--- src/rtl/prd_pkg.sv ---
package prd_pkg;
  localparam int unsigned DLEN_W     = 17;
  localparam int unsigned DESC_BYTES = 8;

  typedef enum logic [1:0] {
    ST_IDLE,
    ST_CHECK,
    ST_FETCH,
    ST_MOVE
  } walk_state_e;

  typedef struct packed {
    logic [31:0]       addr;
    logic [DLEN_W-1:0] len;
    logic              last;
  } desc_t;
endpackage

--- src/rtl/prd_decode.sv ---
module prd_decode
  import prd_pkg::*;
(
  input  logic [63:0] raw_i,
  output desc_t       desc_o
);
  logic [15:0] cnt;

  always_comb begin
    cnt         = raw_i[47:32] & 16'hFFFE;
    desc_o.addr = raw_i[31:0];
    desc_o.last = raw_i[63];
    // zero count encodes a full 64 KiB region
    desc_o.len  = (cnt == 16'd0) ? 17'h10000 : {1'b0, cnt};
  end
endmodule

--- src/rtl/prd_chunk.sv ---
module prd_chunk
  import prd_pkg::*;
#(
  parameter int unsigned REQ_W = 20
) (
  input  logic [REQ_W-1:0]  buf_rem_i,
  input  logic [DLEN_W-1:0] desc_rem_i,
  output logic [DLEN_W-1:0] chunk_o
);
  logic [REQ_W-1:0] desc_ext;
  logic [REQ_W-1:0] pick;

  always_comb begin
    desc_ext = REQ_W'(desc_rem_i);
    pick     = (buf_rem_i < desc_ext) ? buf_rem_i : desc_ext;
    chunk_o  = pick[DLEN_W-1:0];
  end
endmodule

--- src/rtl/prd_ptr.sv ---
module prd_ptr
  import prd_pkg::*;
#(
  parameter int unsigned PAGE_BYTES = 4096
) (
  input  logic        clk_i,
  input  logic        rst_ni,
  input  logic        reload_i,
  input  logic [31:0] base_i,
  input  logic        step_i,
  output logic [31:0] ptr_o,
  output logic [31:0] base_o,
  output logic        open_o
);
  logic [31:0] ptr_q, base_q;

  always_ff @(posedge clk_i or negedge rst_ni) begin
    if (!rst_ni) begin
      ptr_q  <= '0;
      base_q <= '0;
    end else if (reload_i) begin
      ptr_q  <= {base_i[31:2], 2'b00};
      base_q <= {base_i[31:2], 2'b00};
    end else if (step_i) begin
      ptr_q  <= ptr_q + 32'(DESC_BYTES);
    end
  end

  assign ptr_o  = ptr_q;
  assign base_o = base_q;
  assign open_o = (ptr_q - base_q) < 32'(PAGE_BYTES);
endmodule

--- src/rtl/prd_walker.sv ---
module prd_walker
  import prd_pkg::*;
#(
  parameter int unsigned REQ_W      = 20,
  parameter int unsigned PAGE_BYTES = 4096
) (
  input  logic              clk_i,
  input  logic              rst_ni,
  input  logic [31:0]       base_i,
  input  logic              restart_i,
  input  logic              start_i,
  input  logic              req_valid_i,
  input  logic [REQ_W-1:0]  req_len_i,
  input  logic              req_write_i,
  output logic              busy_o,
  output logic              fetch_req_o,
  output logic [31:0]       fetch_addr_o,
  input  logic              fetch_ack_i,
  input  logic [63:0]       fetch_data_i,
  output logic              burst_req_o,
  output logic [31:0]       burst_addr_o,
  output logic [16:0]       burst_len_o,
  output logic              burst_write_o,
  output logic [REQ_W-1:0]  burst_idx_o,
  input  logic              burst_ack_i,
  output logic              done_o,
  output logic              exhausted_o
);
  walk_state_e       state_q;
  logic [REQ_W-1:0]  buf_rem_q, idx_q;
  logic [DLEN_W-1:0] desc_rem_q, chunk;
  logic [31:0]       region_q, ptr, base;
  logic              last_q, dir_q, open, abort, ptr_step;
  desc_t             desc;

  assign abort    = start_i | restart_i;
  assign ptr_step = (state_q == ST_FETCH) & fetch_ack_i & ~abort;

  prd_ptr #(.PAGE_BYTES(PAGE_BYTES)) i_ptr (
    .clk_i   (clk_i),
    .rst_ni  (rst_ni),
    .reload_i(restart_i),
    .base_i  (base_i),
    .step_i  (ptr_step),
    .ptr_o   (ptr),
    .base_o  (base),
    .open_o  (open)
  );

  prd_decode i_dec (
    .raw_i (fetch_data_i),
    .desc_o(desc)
  );

  prd_chunk #(.REQ_W(REQ_W)) i_chunk (
    .buf_rem_i (buf_rem_q),
    .desc_rem_i(desc_rem_q),
    .chunk_o   (chunk)
  );

  always_ff @(posedge clk_i or negedge rst_ni) begin
    if (!rst_ni) begin
      state_q    <= ST_IDLE;
      buf_rem_q  <= '0;
      idx_q      <= '0;
      desc_rem_q <= '0;
      region_q   <= '0;
      last_q     <= 1'b0;
      dir_q      <= 1'b0;
    end else if (abort) begin
      state_q <= ST_IDLE;
      if (start_i) begin
        desc_rem_q <= '0;
        last_q     <= 1'b0;
        region_q   <= '0;
      end
    end else begin
      unique case (state_q)
        ST_IDLE: if (req_valid_i) begin
          buf_rem_q <= req_len_i;
          idx_q     <= '0;
          dir_q     <= req_write_i;
          state_q   <= ST_CHECK;
        end
        ST_CHECK: begin
          if (buf_rem_q == '0)            state_q <= ST_IDLE;
          else if (desc_rem_q != '0)      state_q <= ST_MOVE;
          else if (last_q || !open)       state_q <= ST_IDLE;
          else                            state_q <= ST_FETCH;
        end
        ST_FETCH: if (fetch_ack_i) begin
          region_q   <= desc.addr;
          desc_rem_q <= desc.len;
          last_q     <= desc.last;
          state_q    <= ST_CHECK;
        end
        ST_MOVE: if (burst_ack_i) begin
          region_q   <= region_q + 32'(chunk);
          desc_rem_q <= desc_rem_q - chunk;
          buf_rem_q  <= buf_rem_q - REQ_W'(chunk);
          idx_q      <= idx_q + REQ_W'(chunk);
          state_q    <= ST_CHECK;
        end
        default: state_q <= ST_IDLE;
      endcase
    end
  end

  assign busy_o        = (state_q != ST_IDLE);
  assign fetch_req_o   = (state_q == ST_FETCH);
  assign fetch_addr_o  = ptr;
  assign burst_req_o   = (state_q == ST_MOVE);
  assign burst_addr_o  = region_q;
  assign burst_len_o   = chunk;
  assign burst_write_o = dir_q;
  assign burst_idx_o   = idx_q;
  assign done_o        = (state_q == ST_CHECK) && (buf_rem_q == '0);
  assign exhausted_o   = (state_q == ST_CHECK) && (buf_rem_q != '0) &&
                         (desc_rem_q == '0) && (last_q || !open);

  p_fetch_hold_r2: assert property (@(posedge clk_i) disable iff (!rst_ni)
    fetch_req_o && !fetch_ack_i && !abort |=> fetch_req_o && $stable(fetch_addr_o));

  p_ptr_step_r2: assert property (@(posedge clk_i) disable iff (!rst_ni)
    fetch_req_o && fetch_ack_i && !abort |=> fetch_addr_o == $past(fetch_addr_o) + 32'd8);

  p_no_fetch_after_last_r4: assert property (@(posedge clk_i) disable iff (!rst_ni)
    fetch_req_o |-> !last_q);

  p_page_guard_r9: assert property (@(posedge clk_i) disable iff (!rst_ni)
    fetch_req_o |-> (fetch_addr_o - base) < 32'(PAGE_BYTES));

  p_chunk_bound_r5: assert property (@(posedge clk_i) disable iff (!rst_ni)
    burst_req_o |-> burst_len_o != '0 && REQ_W'(burst_len_o) <= buf_rem_q);

  p_dir_hold_r6: assert property (@(posedge clk_i) disable iff (!rst_ni)
    burst_req_o && $past(busy_o) |-> $stable(burst_write_o));

  p_outcome_excl_r8: assert property (@(posedge clk_i) disable iff (!rst_ni)
    exhausted_o |=> !busy_o && !done_o);
endmodule

--- config.mk ---
export PLATFORM = sky130hd
export DESIGN_NAME = prd_walker
export DESIGN_NICKNAME = d
export VERILOG_FILES = /design/src/rtl/prd_pkg.sv /design/src/rtl/prd_decode.sv /design/src/rtl/prd_chunk.sv /design/src/rtl/prd_ptr.sv /design/src/rtl/prd_walker.sv
export SDC_FILE = /design/constraint.sdc
export NUM_CORES = 1
export LEC_CHECK = 0
export ABC_AREA = 1
export BUFFER_PORTS_ARGS = -buffer_cell sky130_fd_sc_hd__buf_2
export CAP_MARGIN = 30
export CORE_MARGIN = 2
export CORE_UTILIZATION = 55
export CTS_CLUSTER_SIZE = 10
export DETAILED_ROUTE_END_ITERATION = 6
export PLACE_DENSITY = 0.83
export SYNTH_ARGS = -nofsm -noshare
export SYNTH_HDL_FRONTEND = slang
export SYNTH_SLANG_ARGS = --single-unit
--- constraint.sdc ---
create_clock -name clk_i -period 4.7 [get_ports clk_i]
set_input_delay 0.94 -clock clk_i [delete_from_list [all_inputs] [get_ports clk_i]]
set_output_delay 0.94 -clock clk_i [all_outputs]
set_load 0.02 [all_outputs]
; Word level (Yosys, flattened, before mapping)
; Index checks and enable logic that the tools add are counted.
[totals]
register_bits = 155
output_inout_bits = 107
wordCells = 85
input_bits = 124
[op_classes]
magnitude_cmp = 2
muxes = 32
add_sub_neg = 6
reduce_logical = 23
bitwise = 4
eq_ne = 9
[op_table]
columns = cell, n
row1 = $mux 32, 6
row2 = $mux 17, 6
row3 = $mux 20, 4
row4 = $pmux 20 s2, 2
row5 = $pmux 32 s2, 1
row6 = $pmux 17 s2, 1
row7 = $add 32x17->32, 1
row8 = $add 32x4->32 const B, 1
row9 = $lt 32x13->1 const B, 1
row10 = $sub 32x32->32, 1
row11 = $add 20x17->20, 1
row12 = $logic_not 20->1, 1
row13 = $lt 20x17->1, 1
row14 = $reduce_bool 20->1, 1
row15 = $sub 20x17->20, 1
row16 = $logic_not 17->1, 1
row17 = $reduce_bool 17->1, 1
row18 = $sub 17x17->17, 1
row19 = $logic_not 16->1, 1
row20 = $mux 2, 7
row21 = $reduce_bool 2->1, 5
row22 = $reduce_and 3->1, 3
row23 = $pmux 2 s4, 1
row24 = $reduce_and 4->1, 2
row25 = other kinds (15), 25

; Logic depth before layout (Yosys ltp)
; Gate-level depths: netlist of the first run.
[logic_depth]
depth_word = 9
ltp_mapped = 29
ltp_nobuf = 28

; Hierarchy
; Synthesis of the first run repeated with hierarchy kept, for this count alone.
[unflattened]
cells_unflattened = 2453
area_unflattened_um2 = 15284.7
[modules_own_cells]
columns = module, seq_area_each_um2, cells_each, n_inst, area_each_um2
row1 = prd_walker, 2327.2, 1427, 1, 8872.3
row2 = prd_ptr, 1501.4, 805, 1, 5131.2
row3 = prd_chunk, 0.0, 143, 1, 860.8
row4 = prd_decode, 0.0, 78, 1, 420.4

; Worst setup path before layout of the first run
; Ideal clock, no wire load.
[synth_timing]
kind = reg2reg
from = register desc_rem_q[15]
to = register region_q[30], in the netlist burst_addr_o[30]
stages_incl_launch_ff = 23
period_less_slack_ns = 4.213
arrival_ns = 4.092
path_buffers = 1
required_ns = 4.579
setup_slack_ns = 0.487
setup_ns = 0.121
cell_sequence = dfrtp_1 inv_1 ha_1 a21oi_1 o21ai_0 a21oi_2 nand3_2 clkbuf_1 o21ai_0 ha_1 inv_1 fa_1 nand3b_1 nand2_1 a21oi_1 o21ai_1 a21o_1 and2_1 nand2_1 nand2_1 nand2_1 o21bai_1 nand2_1
[synth_via]
elab_chain_cells = 6
[synth_lines]
columns = item, line
row1 = "start, declared", prd_walker.sv:31  ; logic [DLEN_W-1:0] desc_rem_q, chunk;
row2 = "start signal, assigned", prd_walker.sv:93  ; desc_rem_q <= desc.len;
row3 = "start signal, assigned", prd_walker.sv:99  ; desc_rem_q <= desc_rem_q - chunk;
row4 = $lt 20x17->1, prd_chunk.sv:15  ; pick = (buf_rem_i < desc_ext) ? buf_rem_i : desc_ext;
row5 = $mux 17, prd_chunk.sv:15
row6 = via burst_len_o[0], prd_walker.sv:22  ; output logic [16:0] burst_len_o,
row7 = $add 32x17->32, prd_walker.sv:98  ; region_q <= region_q + 32'(chunk);
row8 = $mux 32, prd_walker.sv:97  ; ST_MOVE: if (burst_ack_i) begin
row9 = $pmux 32 s2, prd_walker.sv:78  ; unique case (state_q)
row10 = $mux 32, prd_walker.sv:70  ; end else if (abort) begin
row11 = "end signal, assigned", prd_walker.sv:92  ; region_q <= desc.addr;
row12 = "end signal, assigned", prd_walker.sv:98
row13 = "end, declared", prd_walker.sv:32  ; logic [31:0] region_q, ptr, base;
; The timed path passes the listed nets, and every way through them passes these cells. The select of a mux whose other input is x is not followed.
; A chain may end at the register's enable or synchronous reset.

; Final worst setup path of the first run
[layout_timing]
from = register desc_rem_q[1]
to = register desc_rem_q[12]
[layout_via]
elab_chain_cells = 6
[layout_lines]
columns = item, line
row1 = $lt 20x17->1, prd_chunk.sv:15
row2 = $mux 17, prd_chunk.sv:15
row3 = $sub 17x17->17 (*), prd_walker.sv:99
row4 = $mux 17 (*), prd_walker.sv:97
row5 = $pmux 17 s2 (*), prd_walker.sv:78
row6 = $mux 17 (*), prd_walker.sv:70
; Mark *: on every way between the ends. The rest lies on a longest branch, timed or not. The select of a mux whose other input is x is not followed.

==> impl_metrics.ini, run 1 <==
[run_status]
status = completed

[worst_hold_path]
hp-start = burst_write_o$_DFFE_PN0P_
hold_class = flip-flop to flip-flop

[floorplan]
core_area_um2 = 24400
start_util = 0.561
rows = 57
io_pins = 231
die_y_um = 162
die_area_um2 = 26200
fp.dieW_um = 162

[yosys]
ys_types = 54
synth_area_um2 = 13700
yosys_register_bits = 153
avgSynthCellArea_um2 = 6.54
syn_inst = 2093
yosysWarnings = 0
seq_area_frac_synth = 0.280

[worst_setup_path]
cp.arrival_ps = 4570
worst_path_max_delay_cell = dfrtp_1
required_ps = 4980
cp_max_fo = 28
critical_path.cell_chain = inv_1 -> ha_1 -> o21ai_0 -> nand2_1 -> nand3_1 -> nand2_1 -> nand2_1 -> nand3_2 -> buf_4 -> o21ai_0 -> buf_4 -> inv_1 -> ha_1 -> inv_1 -> nor3_1 -> a21oi_1 -> o21ai_0 -> a21oi_1 -> o211ai_1 -> nand3_1 -> nand2_1 -> o21ai_0
cp-start-kind = flip-flop
end_kind = flip-flop
crit_path_start = desc_rem_q[1]$_DFFE_PN0P_
r2r_end = desc_rem_q[12]$_DFFE_PN0P_
r2r_slack_ps = 410
r2r_cells = 22
crit_path_max_incr_delay_ps = 440
timing.rr.start = desc_rem_q[1]$_DFFE_PN0P_
worstSetupEndpoint = desc_rem_q[12]$_DFFE_PN0P_
worstSetupPathType = flip-flop to flip-flop

[detailed_routing]
drt-total-wl_mm = 45.4
dr.pass1.iters = 6
drt_iter0_markers = 1134
wl_per_cell_um = 17.2
via_count = 15100
viasPerCell = 5.70
final_antenna_net_count = 0
drc = 0

[clock_tree]
max-clock-path-buffers = 2
postCtsResizedCells = 0
htreeDepth = 4
cts_root_buf = clkbuf_16
cts_buffers = 17
clk_latency_ps = 440
cts.clk_slew.worst_paths_ps = 80
tritoncts = yes
ctsHoldBuffers = 0
cts_sinks = 153
postCtsSetupBuffers = 0

[placement]
portBuffers = 210
hpwl_mm = 34.4
gp_congestion = 1.00

[timing]
timing.final.crit_period_ps = 4290
relSlewSlack = 0.499
hold_slack_ps = 472
fin_crit_sh = 0.913
fmax_mhz = 233
rsz0062_at_grt = no
tightest_slew_ps = 748
final.setup.tns_ps = 0
setup_viol = 0
hold_viol = 0
skew_ps = 16.1
slew_viol_final = 0

[power_and_ir_drop]
cellLeakagePower_uw = 0.00840
clock_power_share = 0.303
internal_power_uw = 2940
switching_power_uw = 2030
powerDensity_nw_per_um2 = 314
p_sw_frac = 0.408
pwr-share-seq = 0.308
ir_drop_mv = 0.184
combPwrFrac = 0.390

[global_route]
grt_antenna_before_repair = 2
grtUsageTotal = 0.345
grt_pass1_vias = 14400
overflow = 0
grt_max_degree = 107
grt_pass1_wl_mm = 71.8

[cells_and_area]
syn2layout_area_growth_pct = 15.7
mostFrequentLayoutCell = nand2_1
final_nets = 2545
drive_gt1_frac = 0.135
most-common-layout-cells = nand2_1, inv_1, buf_2

[job]
maxCapViolations = 0
-- how the worst min path moves through the flow --
stage                             endpoint  cells past startpoint  slack (ps)
2_1_floorplan  i_ptr.base_o[2]$_DFFE_PN0P_                      2         440
3_3_place_gp     burst_write_o$_DFFE_PN0P_                      2         450
3_5_place_dp   i_ptr.base_o[2]$_DFFE_PN0P_                      2         460
4_1_cts        i_ptr.base_o[2]$_DFFE_PN0P_                      2         480
5_1_grt          burst_write_o$_DFFE_PN0P_                      2         520
6_report         burst_write_o$_DFFE_PN0P_                      2         470
-- layout make-up --
class,instances,area (um^2)
diodes,2,5.00
clock buffers,20,447
clock inverters,12,168
fillers,2289,8550
inverters,289,1080
multi-input cells,1603,8580
flip-flops and latches,153,3830
well taps,324,405
repair buffers,241,1320
-- cell families after synthesis --
logic type | Yosys count | synth area share
and+or+nand+nor | 997 | 0.306
AOI/OAI and AO/OA | 437 | 0.178
buffers and inverters | 338 | 0.0949
DFF | 153 | 0.280
adders and majority gates | 116 | 0.108
xor gates and xnor gates | 51 | 0.0326
other | 1 | 0.000274
-- cell usage after synthesis (all sizes together) --
library cell  instances  area, um^2
nand2               610        2300
inv                 289        1080
nor2                211         827
o21ai               209        1060
dfrtp               153        3830
a21oi               124         628
ha                  112        1400
nand3                82         430
xor2                 33         289
clkbuf               30         113
a31oi                29         181
nor3                 27         161
o211ai               27         203
nand4                26         163
buf                  19         101
xnor2                18         158
nor4                 16         115
nand3b               15         125
o21bai               12        93.8
o22ai                12        75.1
o31ai                 7        52.6
fa                    4        80.1
o221ai                4        35.0
a21o                  3        22.5
and2                  3        18.8
and3                  3        18.8
or2                   3        18.8
o2111ai               2        17.5
o21a                  2        15.0
a22o                  1        8.76
a22oi                 1        7.51
a31o                  1        8.76
conb                  1        3.75
o211a                 1        10.0
o32ai                 1        8.76
o41ai                 1        8.76
or4                   1        7.51
-- critical path: cells and delay by family (launching register included) --
kind | cells | cell delay [ps]
adders and majority gates | 2 | 630
buffers and inverters | 5 | 930
DFF | 1 | 440
and+or+nand+nor | 8 | 790
AOI/OAI and AO/OA | 7 | 1330
-- power by group through the flow --
| stage | Combinational, uW | Clock (uW) | Sequential [uW] |
|---|---|---|---|
| 3_5_place_dp | 1890 | 0 | 1550 |
| 6_report | 1940 | 1510 | 1530 |
| 5_1_grt | 2170 | 1570 | 1540 |
| 4_1_cts | 1910 | 1520 | 1530 |
| 3_3_place_gp | 1850 | 0 | 1550 |
| 2_1_floorplan | 1310 | 0 | 1560 |
-- flip-flops by register name, summed over array words and instances, names as in the netlist --
signal	flops
desc_rem_q	17
i_ptr.ptr_o	30
last_q	1
burst_write_o	1
burst_addr_o	32
i_ptr.base_o	30
buf_rem_q	20
state_q	2
burst_idx_o	20
-- routing by layer --
metal,share of wire,global-route usage
met1,0.40,0.417
met2,0.49,0.600
met3,0.065,0.0493
met4,0.049,0.173
met5,0.00029,0
-- stage by stage --
stage / setup WS, ps / area, um^2 / power, uW / utilization / std cells
global placement: 507 / 15200 / 3400 / 0.623 / 2609
floorplan: 487 / 13700 / 2870 / - / 2094
CTS: 433 / 15800 / 4950 / 0.648 / 2641
detailed placement: 473 / 15200 / 3440 / 0.623 / 2609
finish: 408 / 15800 / 4970 / 0.649 / 2644
global route: 78.8 / 15800 / 5280 / 0.649 / 2642
Power figures use the tool's default switching activity.
==> run 2, diff against run 1 <==
Settings changed: CAP_MARGIN 30 to 20, PLACE_DENSITY 0.83 to 0.8.
==> impl_metrics.ini, run 2 (synthesized netlist as in run 1, its figures left out) <==
[run_status]
status = completed

[floorplan]
io_pins = 231
core_area_um2 = 24400
fp.dieW_um = 162
rows = 57
start_util = 0.561
die_area_um2 = 26200
die_y_um = 162

[worst_setup_path]
required_ps = 4990
cp.arrival_ps = 4690
r2r_cells = 22
r2r_slack_ps = 300
end_kind = flip-flop
timing.rr.start = desc_rem_q[13]$_DFFE_PN0P_
r2r_end = desc_rem_q[10]$_DFFE_PN0P_
cp_max_fo = 26
cp-start-kind = flip-flop
worstSetupPathType = flip-flop to flip-flop

[cells_and_area]
syn2layout_area_growth_pct = 15.1
fin_util = 0.646
drive_gt1_frac = 0.136
final_nets = 2544
fin_cells = 2644
stdcell_area_um2 = 15800
largest_register_ffs = 32
mostFrequentLayoutCell = nand2_1
most-common-layout-cells = nand2_1, inv_1, buf_2

[placement]
hpwl_mm = 34.4
placed_area_um2 = 15200
place_ws_ps = 405
portBuffers = 210
dp.cells = 2609
gp_congestion = 0.951

[clock_tree]
max-clock-path-buffers = 2
tritoncts = yes
postCtsResizedCells = 0
ctsHoldBuffers = 0
cts_sinks = 153
cts_buffers = 17
cts.clk_slew.worst_paths_ps = 70
htreeDepth = 4
postCtsSetupBuffers = 0
cts_root_buf = clkbuf_16
clk_latency_ps = 440

[timing]
timing.final.crit_period_ps = 4400
fin_ws_ps = 296
slew_viol_final = 0
tightest_slew_ps = 1060
hold_viol = 0
setup_viol = 0
skew_ps = 13.4
fin_crit_sh = 0.937
relSlewSlack = 0.293
rsz0062_at_grt = no
fmax_mhz = 227
final.setup.tns_ps = 0

[power_and_ir_drop]
ir_drop_mv = 0.211
cellLeakagePower_uw = 0.00837
powerDensity_nw_per_um2 = 308

[global_route]
grt_pass1_vias = 14300
grt_max_degree = 107
grt_antenna_before_repair = 2
overflow = 0
grtUsageTotal = 0.343
grt_pass1_wl_mm = 71.6

[detailed_routing]
drc = 0
viasPerCell = 5.61
dr.pass1.iters = 5
drt-total-wl_mm = 44.5
final_antenna_net_count = 0
via_count = 14800
wl_per_cell_um = 16.8
drt_iter0_markers = 1012

[job]
maxCapViolations = 0

[worst_hold_path]
hold_class = flip-flop to flip-flop
hp-start = burst_write_o$_DFFE_PN0P_
whs_path_depth = 2
hold_end = burst_write_o$_DFFE_PN0P_
[run 2: stage by stage]
step           hold WS (ps)  power, uW
6_report                471       4860
4_1_cts                 472       4850
3_3_place_gp            448       3410
5_1_grt                 528       5190
2_1_floorplan           442       2870
3_5_place_dp            455       3440
[run 2: layout make-up]
cell class | count | area [um^2]
fillers | 2331 | 8630
multi-input cells | 1603 | 8580
flip-flops and latches | 153 | 3830
repair buffers | 240 | 1280
inverters | 289 | 1080
clock buffers | 18 | 429
well taps | 324 | 405
clock inverters | 14 | 139
diodes | 3 | 7.51
[run 2: worst max-delay path by stage]
stage	from	endpoint	slack (ps)	cells past startpoint
3_5_place_dp	desc_rem_q[15]$_DFFE_PN0P_	burst_addr_o[26]$_DFFE_PN0P_	410	21
3_3_place_gp	desc_rem_q[15]$_DFFE_PN0P_	burst_idx_o[18]$_DFFE_PN0P_	440	26
4_1_cts	desc_rem_q[15]$_DFFE_PN0P_	burst_addr_o[26]$_DFFE_PN0P_	360	21
5_1_grt	desc_rem_q[1]$_DFFE_PN0P_	burst_addr_o[24]$_DFFE_PN0P_	1	22
6_report	desc_rem_q[13]$_DFFE_PN0P_	desc_rem_q[10]$_DFFE_PN0P_	300	22
2_1_floorplan	desc_rem_q[15]$_DFFE_PN0P_	burst_addr_o[30]$_DFFE_PN0P_	490	22
[run 2: critical path, cell delays in order, from the launching register on]
cell      delay, ps
dfrtp_1         480
inv_1            90
ha_1            300
nand4_1         120
nor2_1          160
and3_1          160
nand2_1          60
nand3_2         150
buf_4           310
nand2_1          80
o21ai_1          80
buf_4           210
inv_1           120
ha_1            330
a21oi_1         220
o21ai_0         110
a21oi_1         270
o21ai_0         260
a21oi_2         260
xor2_1          170
nand2_1          60
o211ai_1        120
o21ai_0         130
[run 2: routing by layer]
metal  wire, um  global-route usage
met1      17800               0.414
met2      21700               0.601
met3       2850              0.0501
met4       2200               0.165
met5          0                   0
[run 2: power by group]
| group | total, uW | switching (uW) | internal, uW |
|---|---|---|---|
| sequential | 1530 | 120 | 1410 |
| clock | 1410 | 664 | 743 |
| combinational | 1920 | 1260 | 668 |
| total | 4860 | 2040 | 2820 |
